**config.mk**
```make
export PLATFORM = sky130hd
export DESIGN_NAME = nib_core
export DESIGN_NICKNAME = d
export VERILOG_FILES = /design/src/rtl/nib_pkg.sv /design/src/rtl/nib_mem.sv /design/src/rtl/nib_addsub.sv /design/src/rtl/nib_core.sv
export SDC_FILE = /design/constraint.sdc
export NUM_CORES = 1
export LEC_CHECK = 0
export ABC_AREA = 1
export ABC_CLOCK_PERIOD_IN_PS = 13800
export BUFFER_PORTS_ARGS = -buffer_cell sky130_fd_sc_hd__buf_4
export CAP_MARGIN = 40
export CORE_MARGIN = 2
export CORE_UTILIZATION = 55
export DETAILED_ROUTE_END_ITERATION = 8
export PLACE_DENSITY = 0.71
export SKIP_LAST_GASP = 1
export SLEW_MARGIN = 15
export SYNTH_ARGS = -nofsm -noshare
export SYNTH_HDL_FRONTEND = slang
export SYNTH_SLANG_ARGS = --single-unit
```
**constraint.sdc**
```tcl
create_clock -name clk -period 13.8 [get_ports clk]
set_clock_uncertainty 0.15 [all_clocks]
set_input_delay 2.76 -clock clk [delete_from_list [all_inputs] [get_ports clk]]
set_output_delay 2.76 -clock clk [all_outputs]
set_load 0.01 [all_outputs]
```
**src/rtl/nib_pkg.sv**
```systemverilog
package nib_pkg;
    localparam int NIB_W = 4;
    localparam int PC_W  = 2 * NIB_W;
    localparam int LED_N = 7;

    typedef logic [NIB_W-1:0] nib_t;

    typedef enum logic [NIB_W-1:0] {
        OP_KEY, OP_SHOW, OP_XAB, OP_XAY, OP_STM, OP_LDM, OP_ADM, OP_SBM,
        OP_LIA, OP_AIA, OP_LIY, OP_AIY, OP_CIA, OP_CIY, OP_JMP, OP_EXT
    } op_e;

    localparam nib_t X_CLR  = 4'h0;
    localparam nib_t X_LON  = 4'h1;
    localparam nib_t X_LOFF = 4'h2;
    localparam nib_t X_CMPL = 4'h4;
    localparam nib_t X_SWAP = 4'h5;
    localparam nib_t X_SHR  = 4'h6;
    localparam nib_t X_TONE = 4'hB;
    localparam nib_t X_WAIT = 4'hC;

    typedef enum logic [1:0] { ST_OP, ST_ARG, ST_LO, ST_WAIT } st_e;

    typedef struct packed {
        st_e              st;
        logic [PC_W-1:0]  pc;
        op_e              op;
        nib_t             hi;
        nib_t             a, b, y, z;
        nib_t             sa, sb, sy, sz;
        logic             flag;
        nib_t             disp;
        logic             disp_load;
        logic [LED_N-1:0] led;
        logic             tone_req;
        nib_t             tone_idx;
        logic             wait_req;
        logic [NIB_W:0]   wait_len;
    } core_t;
endpackage

```
**src/rtl/nib_mem.sv**
```systemverilog
module nib_mem #(
    parameter int DEPTH  = 96,
    parameter int ADDR_W = 8,
    parameter int W      = 4
) (
    input  logic              clk,
    input  logic              we,
    input  logic [ADDR_W-1:0] wa,
    input  logic [W-1:0]      wd,
    input  logic [ADDR_W-1:0] ra_i,
    output logic [W-1:0]      rd_i,
    input  logic [ADDR_W-1:0] ra_d,
    output logic [W-1:0]      rd_d
);
    localparam int IW = $clog2(DEPTH);

    logic [W-1:0] cell_q [DEPTH];

    always_ff @(posedge clk) begin
        if (we && (int'(wa) < DEPTH)) cell_q[wa[IW-1:0]] <= wd;
    end

    always_comb begin
        rd_i = (int'(ra_i) < DEPTH) ? cell_q[ra_i[IW-1:0]] : '0;
        rd_d = (int'(ra_d) < DEPTH) ? cell_q[ra_d[IW-1:0]] : '0;
    end
endmodule

```
**src/rtl/nib_addsub.sv**
```systemverilog
module nib_addsub #(
    parameter int W = 4
) (
    input  logic [W-1:0] a,
    input  logic [W-1:0] b,
    input  logic         sub,
    output logic [W-1:0] res,
    output logic         co
);
    logic [W:0] full;
    always_comb begin
        full = sub ? ({1'b0, a} - {1'b0, b}) : ({1'b0, a} + {1'b0, b});
        res  = full[W-1:0];
        co   = full[W];
    end
endmodule

```
**src/rtl/nib_core.sv**
```systemverilog
module nib_core
    import nib_pkg::*;
#(
    parameter int MEM_DEPTH = 96,
    parameter int DATA_BASE = 80
) (
    input  logic             clk,
    input  logic             rst,
    input  logic             load_we,
    input  logic [PC_W-1:0]  load_addr,
    input  logic [NIB_W-1:0] load_data,
    input  logic             key_valid,
    input  logic [NIB_W-1:0] key_code,
    input  logic             timer_done,
    output logic [NIB_W-1:0] disp,
    output logic             disp_load,
    output logic [LED_N-1:0] led,
    output logic             tone_req,
    output logic [NIB_W-1:0] tone_idx,
    output logic             wait_req,
    output logic [NIB_W:0]   wait_len
);
    core_t q, d;

    nib_t            ins, dat, alu_a, alu_b, alu_r;
    logic            alu_sub, alu_c;
    logic            core_we;
    logic [PC_W-1:0] data_addr;

    assign data_addr = PC_W'(DATA_BASE) + {{(PC_W-NIB_W){1'b0}}, q.y};

    nib_mem #(.DEPTH(MEM_DEPTH), .ADDR_W(PC_W), .W(NIB_W)) mem_i (
        .clk  (clk),
        .we   (load_we | core_we),
        .wa   (load_we ? load_addr : data_addr),
        .wd   (load_we ? load_data : q.a),
        .ra_i (q.pc),
        .rd_i (ins),
        .ra_d (data_addr),
        .rd_d (dat)
    );

    always_comb begin
        if (q.st == ST_OP) begin
            alu_a   = q.a;
            alu_b   = dat;
            alu_sub = (op_e'(ins) == OP_SBM);
        end else begin
            alu_a   = (q.op == OP_AIY) ? q.y : q.a;
            alu_b   = ins;
            alu_sub = 1'b0;
        end
    end

    nib_addsub #(.W(NIB_W)) alu_i (
        .a (alu_a), .b (alu_b), .sub (alu_sub), .res (alu_r), .co (alu_c)
    );

    always_comb begin
        d           = q;
        d.disp_load = 1'b0;
        d.tone_req  = 1'b0;
        core_we     = 1'b0;
        case (q.st)
            ST_OP: begin
                d.pc = q.pc + 1'b1;
                case (op_e'(ins))
                    OP_KEY: begin
                        if (key_valid) begin
                            d.a    = key_code;
                            d.flag = 1'b0;
                        end else begin
                            d.flag = 1'b1;
                        end
                    end
                    OP_SHOW: begin
                        d.disp      = q.a;
                        d.disp_load = 1'b1;
                        d.flag      = 1'b1;
                    end
                    OP_XAB: begin
                        d.a = q.b; d.b = q.a; d.y = q.z; d.z = q.y;
                        d.flag = 1'b1;
                    end
                    OP_XAY: begin
                        d.a = q.y; d.y = q.a;
                        d.flag = 1'b1;
                    end
                    OP_STM: begin
                        core_we = 1'b1;
                        d.flag  = 1'b1;
                    end
                    OP_LDM: begin
                        d.a    = dat;
                        d.flag = 1'b1;
                    end
                    OP_ADM, OP_SBM: begin
                        d.a    = alu_r;
                        d.flag = alu_c;
                    end
                    default: begin
                        d.op = op_e'(ins);
                        d.st = ST_ARG;
                    end
                endcase
            end
            ST_ARG: begin
                d.pc = q.pc + 1'b1;
                d.st = ST_OP;
                case (q.op)
                    OP_LIA: begin d.a = ins; d.flag = 1'b1; end
                    OP_LIY: begin d.y = ins; d.flag = 1'b1; end
                    OP_AIA: begin d.a = alu_r; d.flag = alu_c; end
                    OP_AIY: begin d.y = alu_r; d.flag = alu_c; end
                    OP_CIA: d.flag = (q.a != ins);
                    OP_CIY: d.flag = (q.y != ins);
                    OP_JMP: begin d.hi = ins; d.st = ST_LO; end
                    OP_EXT: begin
                        if (q.flag) begin
                            case (ins)
                                X_CLR: begin d.disp = '0; d.disp_load = 1'b1; end
                                X_LON, X_LOFF: begin
                                    for (int i = 0; i < LED_N; i++) begin
                                        if (q.y == NIB_W'(i)) d.led[i] = (ins == X_LON);
                                    end
                                end
                                X_CMPL: d.a = ~q.a;
                                X_SWAP: begin
                                    d.a = q.sa; d.sa = q.a; d.b = q.sb; d.sb = q.b;
                                    d.y = q.sy; d.sy = q.y; d.z = q.sz; d.sz = q.z;
                                end
                                X_TONE: begin d.tone_req = 1'b1; d.tone_idx = q.a; end
                                X_WAIT: begin
                                    d.wait_req = 1'b1;
                                    d.wait_len = {1'b0, q.a} + 1'b1;
                                    d.st       = ST_WAIT;
                                end
                                default: ;
                            endcase
                            if (ins == X_SHR) begin
                                d.a    = q.a >> 1;
                                d.flag = ~q.a[0];
                            end else begin
                                d.flag = 1'b1;
                            end
                        end
                    end
                    default: ;
                endcase
            end
            ST_LO: begin
                d.st = ST_OP;
                if (q.flag) begin
                    d.pc = {q.hi, ins};
                end else begin
                    d.pc   = q.pc + 1'b1;
                    d.flag = 1'b1;
                end
            end
            ST_WAIT: begin
                if (timer_done) begin
                    d.wait_req = 1'b0;
                    d.st       = ST_OP;
                end
            end
            default: d.st = ST_OP;
        endcase
    end

    always_ff @(posedge clk) begin
        if (rst) begin
            q      <= '0;
            q.flag <= 1'b1;
        end else begin
            q <= d;
        end
    end

    assign disp      = q.disp;
    assign disp_load = q.disp_load;
    assign led       = q.led;
    assign tone_req  = q.tone_req;
    assign tone_idx  = q.tone_idx;
    assign wait_req  = q.wait_req;
    assign wait_len  = q.wait_len;
endmodule

```
==> results.sh <==
export IMPL_max_buffers_root_to_sink=3
export IMPL_post_dp_cell_area_mm2=0.0218
export IMPL_die_h_um=200
export IMPL_final_net_count=2222
export IMPL_status="complete, no violations"
export IMPL_grt_use_total=0.281
export IMPL_cts_made_buffers=47
export IMPL_drtAntennaViolNets=0
export IMPL_drt_initial_drc_count=1794
export IMPL_vias=16289
export IMPL_cts_hold_buffers_added=0
export IMPL_worst_ir_drop_vdd_uv=126
export IMPL_finalHoldWorstSlack_ps=313
export IMPL_ys_warnings_count=0
export IMPL_critPathRequiredTime_ps=13890
export IMPL_layout_cell_area_non_filler_mm2=0.0234
export IMPL_cpMaxStageDelayCell="o41ai_4"
export IMPL_post_synth_top_count_cell="nand2_1"
export IMPL_firstDrtPassIters=6
export IMPL_ioPinCount=44
export IMPL_critical_path_start_end_classification="reg2reg"
export IMPL_synth_flop_cell="edfxtp_1"
export IMPL_fillers=3175
export IMPL_total_leakage_power_nw=8.70
export IMPL_relSlewSlack=0.394
export IMPL_met1_length_um=22900
export IMPL_drive_above_1_share=0.0812
export IMPL_synth_top_cells_by_count="nand2_1, edfxtp_1, nand3_1"
export IMPL_path_delay_family="simple AND/OR/NAND/NOR gates"
export IMPL_yosysTopAreaCellShare=0.543
export IMPL_clk_transition_reported_paths_ps=60
export IMPL_vias_in_the_first_global_route=15881
export IMPL_synth_yosys_seq_area_share=0.619
export IMPL_synth_async_reset_ratio=0
export IMPL_synth_cell_type_count=44
export IMPL_grt_first_pass_wirelength_um=88000
export IMPL_post_route_period_util=0.441
export IMPL_post_cts_setup_buffers=0
export IMPL_period_minus_slack_ps=6090
export IMPL_syn_to_final_growth_pct=10.1
export IMPL_maximum_number_of_pins_on_one_net_before_global_route_repair=93
export IMPL_timing_max_cap_violations=0
export IMPL_library_cell_occupying_the_most_area_in_the_post_synthesis_netlist="edfxtp_1"
export IMPL_crit_path_max_fanout=64
export IMPL_syn_mean_instance_area_um2=9.61
export IMPL_core_rowCount=71
export IMPL_synth_seq_cells=465
export IMPL_holdPathStages=2
export IMPL_dieArea_mm2=0.0402
export IMPL_htree_num_levels=2
export IMPL_antennaDiodeCount=0
export IMPL_drc_errors=0
export IMPL_route_detailed_vias_per_inst=5.95
export IMPL_synth_area_leaders="edfxtp_1, nand2_1, nand3_1"
export IMPL_grt_overflow_total=0
export IMPL_placeableCoreArea_mm2=0.0378
export IMPL_critPathArrivalTime_ps=6180
export IMPL_tns_ps=0
export IMPL_gp_routability_congestion=0.995
export IMPL_crit_cells=15
export IMPL_count_of_clock_tree_sinks=465
export IMPL_finalHoldViolations=0
export IMPL_setup_worst_path_end_class="flip-flop"
export IMPL_dominant_cell_type_by_count_on_the_critical_path="nand2_1"
export IMPL_synth_nets=2241
export IMPL_power_w=0.00477
export IMPL_hp_class="reg2reg"
export IMPL_route_top_layer_used="met5"
export IMPL_chain_of_cells_forming_the_critical_path="buf_16 -> clkinv_2 -> buf_4 -> nand3_1 -> nand3_1 -> nand2_1 -> nand2_1 -> nand2_1 -> o21ai_1 -> nand2_1 -> nand3_4 -> nand2_2 -> o41ai_4 -> nand3_2 -> nor2_1"
export IMPL_critPathMaxStageDelay_ps=820
export IMPL_ctsRootBufferMaster="clkbuf_16"
export IMPL_critical_path_n_buffers_inverters=3
export IMPL_dr_wl_met2_um=26800
export IMPL_cellPowerDensity_mw_per_mm2=204
export IMPL_synthesis_area_mm2=0.0212
export IMPL_fmax_mhz=164
export IMPL_detail_route_wl_per_cell_um=20.8
export IMPL_cts_resized_gates=0
export IMPL_postRouteWirelength_um=57000
export IMPL_synth_cells=2209
export IMPL_r2r_worst_path_cells=15
export IMPL_initial_core_util=0.561
export IMPL_port_buffers=43
export IMPL_rsz0062_at_grt="no"
export IMPL_worst_skew_pair_late_latency_ps=600
export IMPL_final_report_max_slew_violation_count=0
export IMPL_detailroute_wirelength_met3_um=5150
export IMPL_chipWidth_um=200
export IMPL_finish_utilization=0.618
export IMPL_antenna_found_initial=1
export IMPL_start_kind="flip-flop"
export IMPL_hpwl_um=36900
export IMPL_cts_tree="yes"
export IMPL_setup_violations_final=0
export IMPL_tightest_slew_ps=905
export IMPL_synth_edf_count=384
-- placed cells by master (no fill, tap or decap), types with 5 or more instances in the layout --
master and count:
nand2_1 644, edfxtp_1 384, nand3_1 356, nor2_1 179
a21oi_1 87, o21ai_0 86, inv_1 83, dfxtp_1 78
buf_4 59, clkbuf_16 47, a22oi_1 23, o211ai_1 18
clkinv_1 17, nor3_1 17, o21ai_1 15, clkinv_2 14
nand3_2 11, ha_1 10, nand4_1 9, xor2_1 7
clkbuf_1 7, inv_2 6, a221oi_1 6, bufinv_16 6
a31oi_1 5, buf_16 5
-- layout make-up --
type,count,area [um^2],area share
Timing Repair Buffer,67,641,0.0274
Tap cell,511,639,0.0273
Clock buffer,55,1220,0.0520
Clock inverter,32,319,0.0136
Inverter,98,372,0.0159
Sequential cell,465,13200,0.563
Multi-Input combinational cell,1511,7030,0.301
-- per-stage QoR --
stage,instances,worst slack [ps]
2_1_floorplan,2209,5790
3_3_place_gp,2642,7660
3_5_place_dp,2650,7920
4_1_cts,2737,7900
5_1_grt,2739,7530
6_report,2739,7710
-- power by group --
part | internal, W | leakage [nW] | switching [W]
Sequential | 0.00161 | 4.15 | 0.0000668
Combinational | 0.000510 | 3.79 | 0.00130
Clock | 0.000744 | 0.760 | 0.000543
-- flip-flops by register name (all words and copies together) (netlist names), named ones only --
name,flops
mem_i.cell_q,384
q,51
led,7
wait_len,5
disp,4
tone_idx,4
disp_load,1
tone_req,1
wait_req,1
-- path summary, 6_finish.rpt --
kind,endpoint,from,slack [ps]
hold reg to reg,wait_len[1],wait_len[1],310
hold / removal,wait_len[1],wait_len[1],310
setup reg to reg,mem_i.cell_q[32][0],flip-flop,7710
setup / recovery,mem_i.cell_q[32][0],flip-flop,7710
-- worst min-delay path, stage by stage, from the launching register on --
cell	delay, ps
dfxtp_1	310
inv_1	50
a21oi_1	50
-- kinds of logic after synthesis --
| kind of cell | synth area share |
|---|---|
| AND/OR/NAND/NOR | 0.247 |
| flip-flops | 0.619 |
| AO/OA/AOI/OAI | 0.0706 |
| buffers and inverters | 0.0516 |
| adder cells (fa/ha/maj) | 0.00684 |
| XOR/XNOR | 0.00371 |
| multiplexers | 0.000943 |
-- routing by layer --
layer / track usage / vias up
met1: 0.371 / 7735
met3: 0.0588 / 153
met5: 0 / -
met2: 0.457 / 800
li1: - / 7599
met4: 0.116 / 2
No activity file was read; power rests on OpenSTA's default activity.
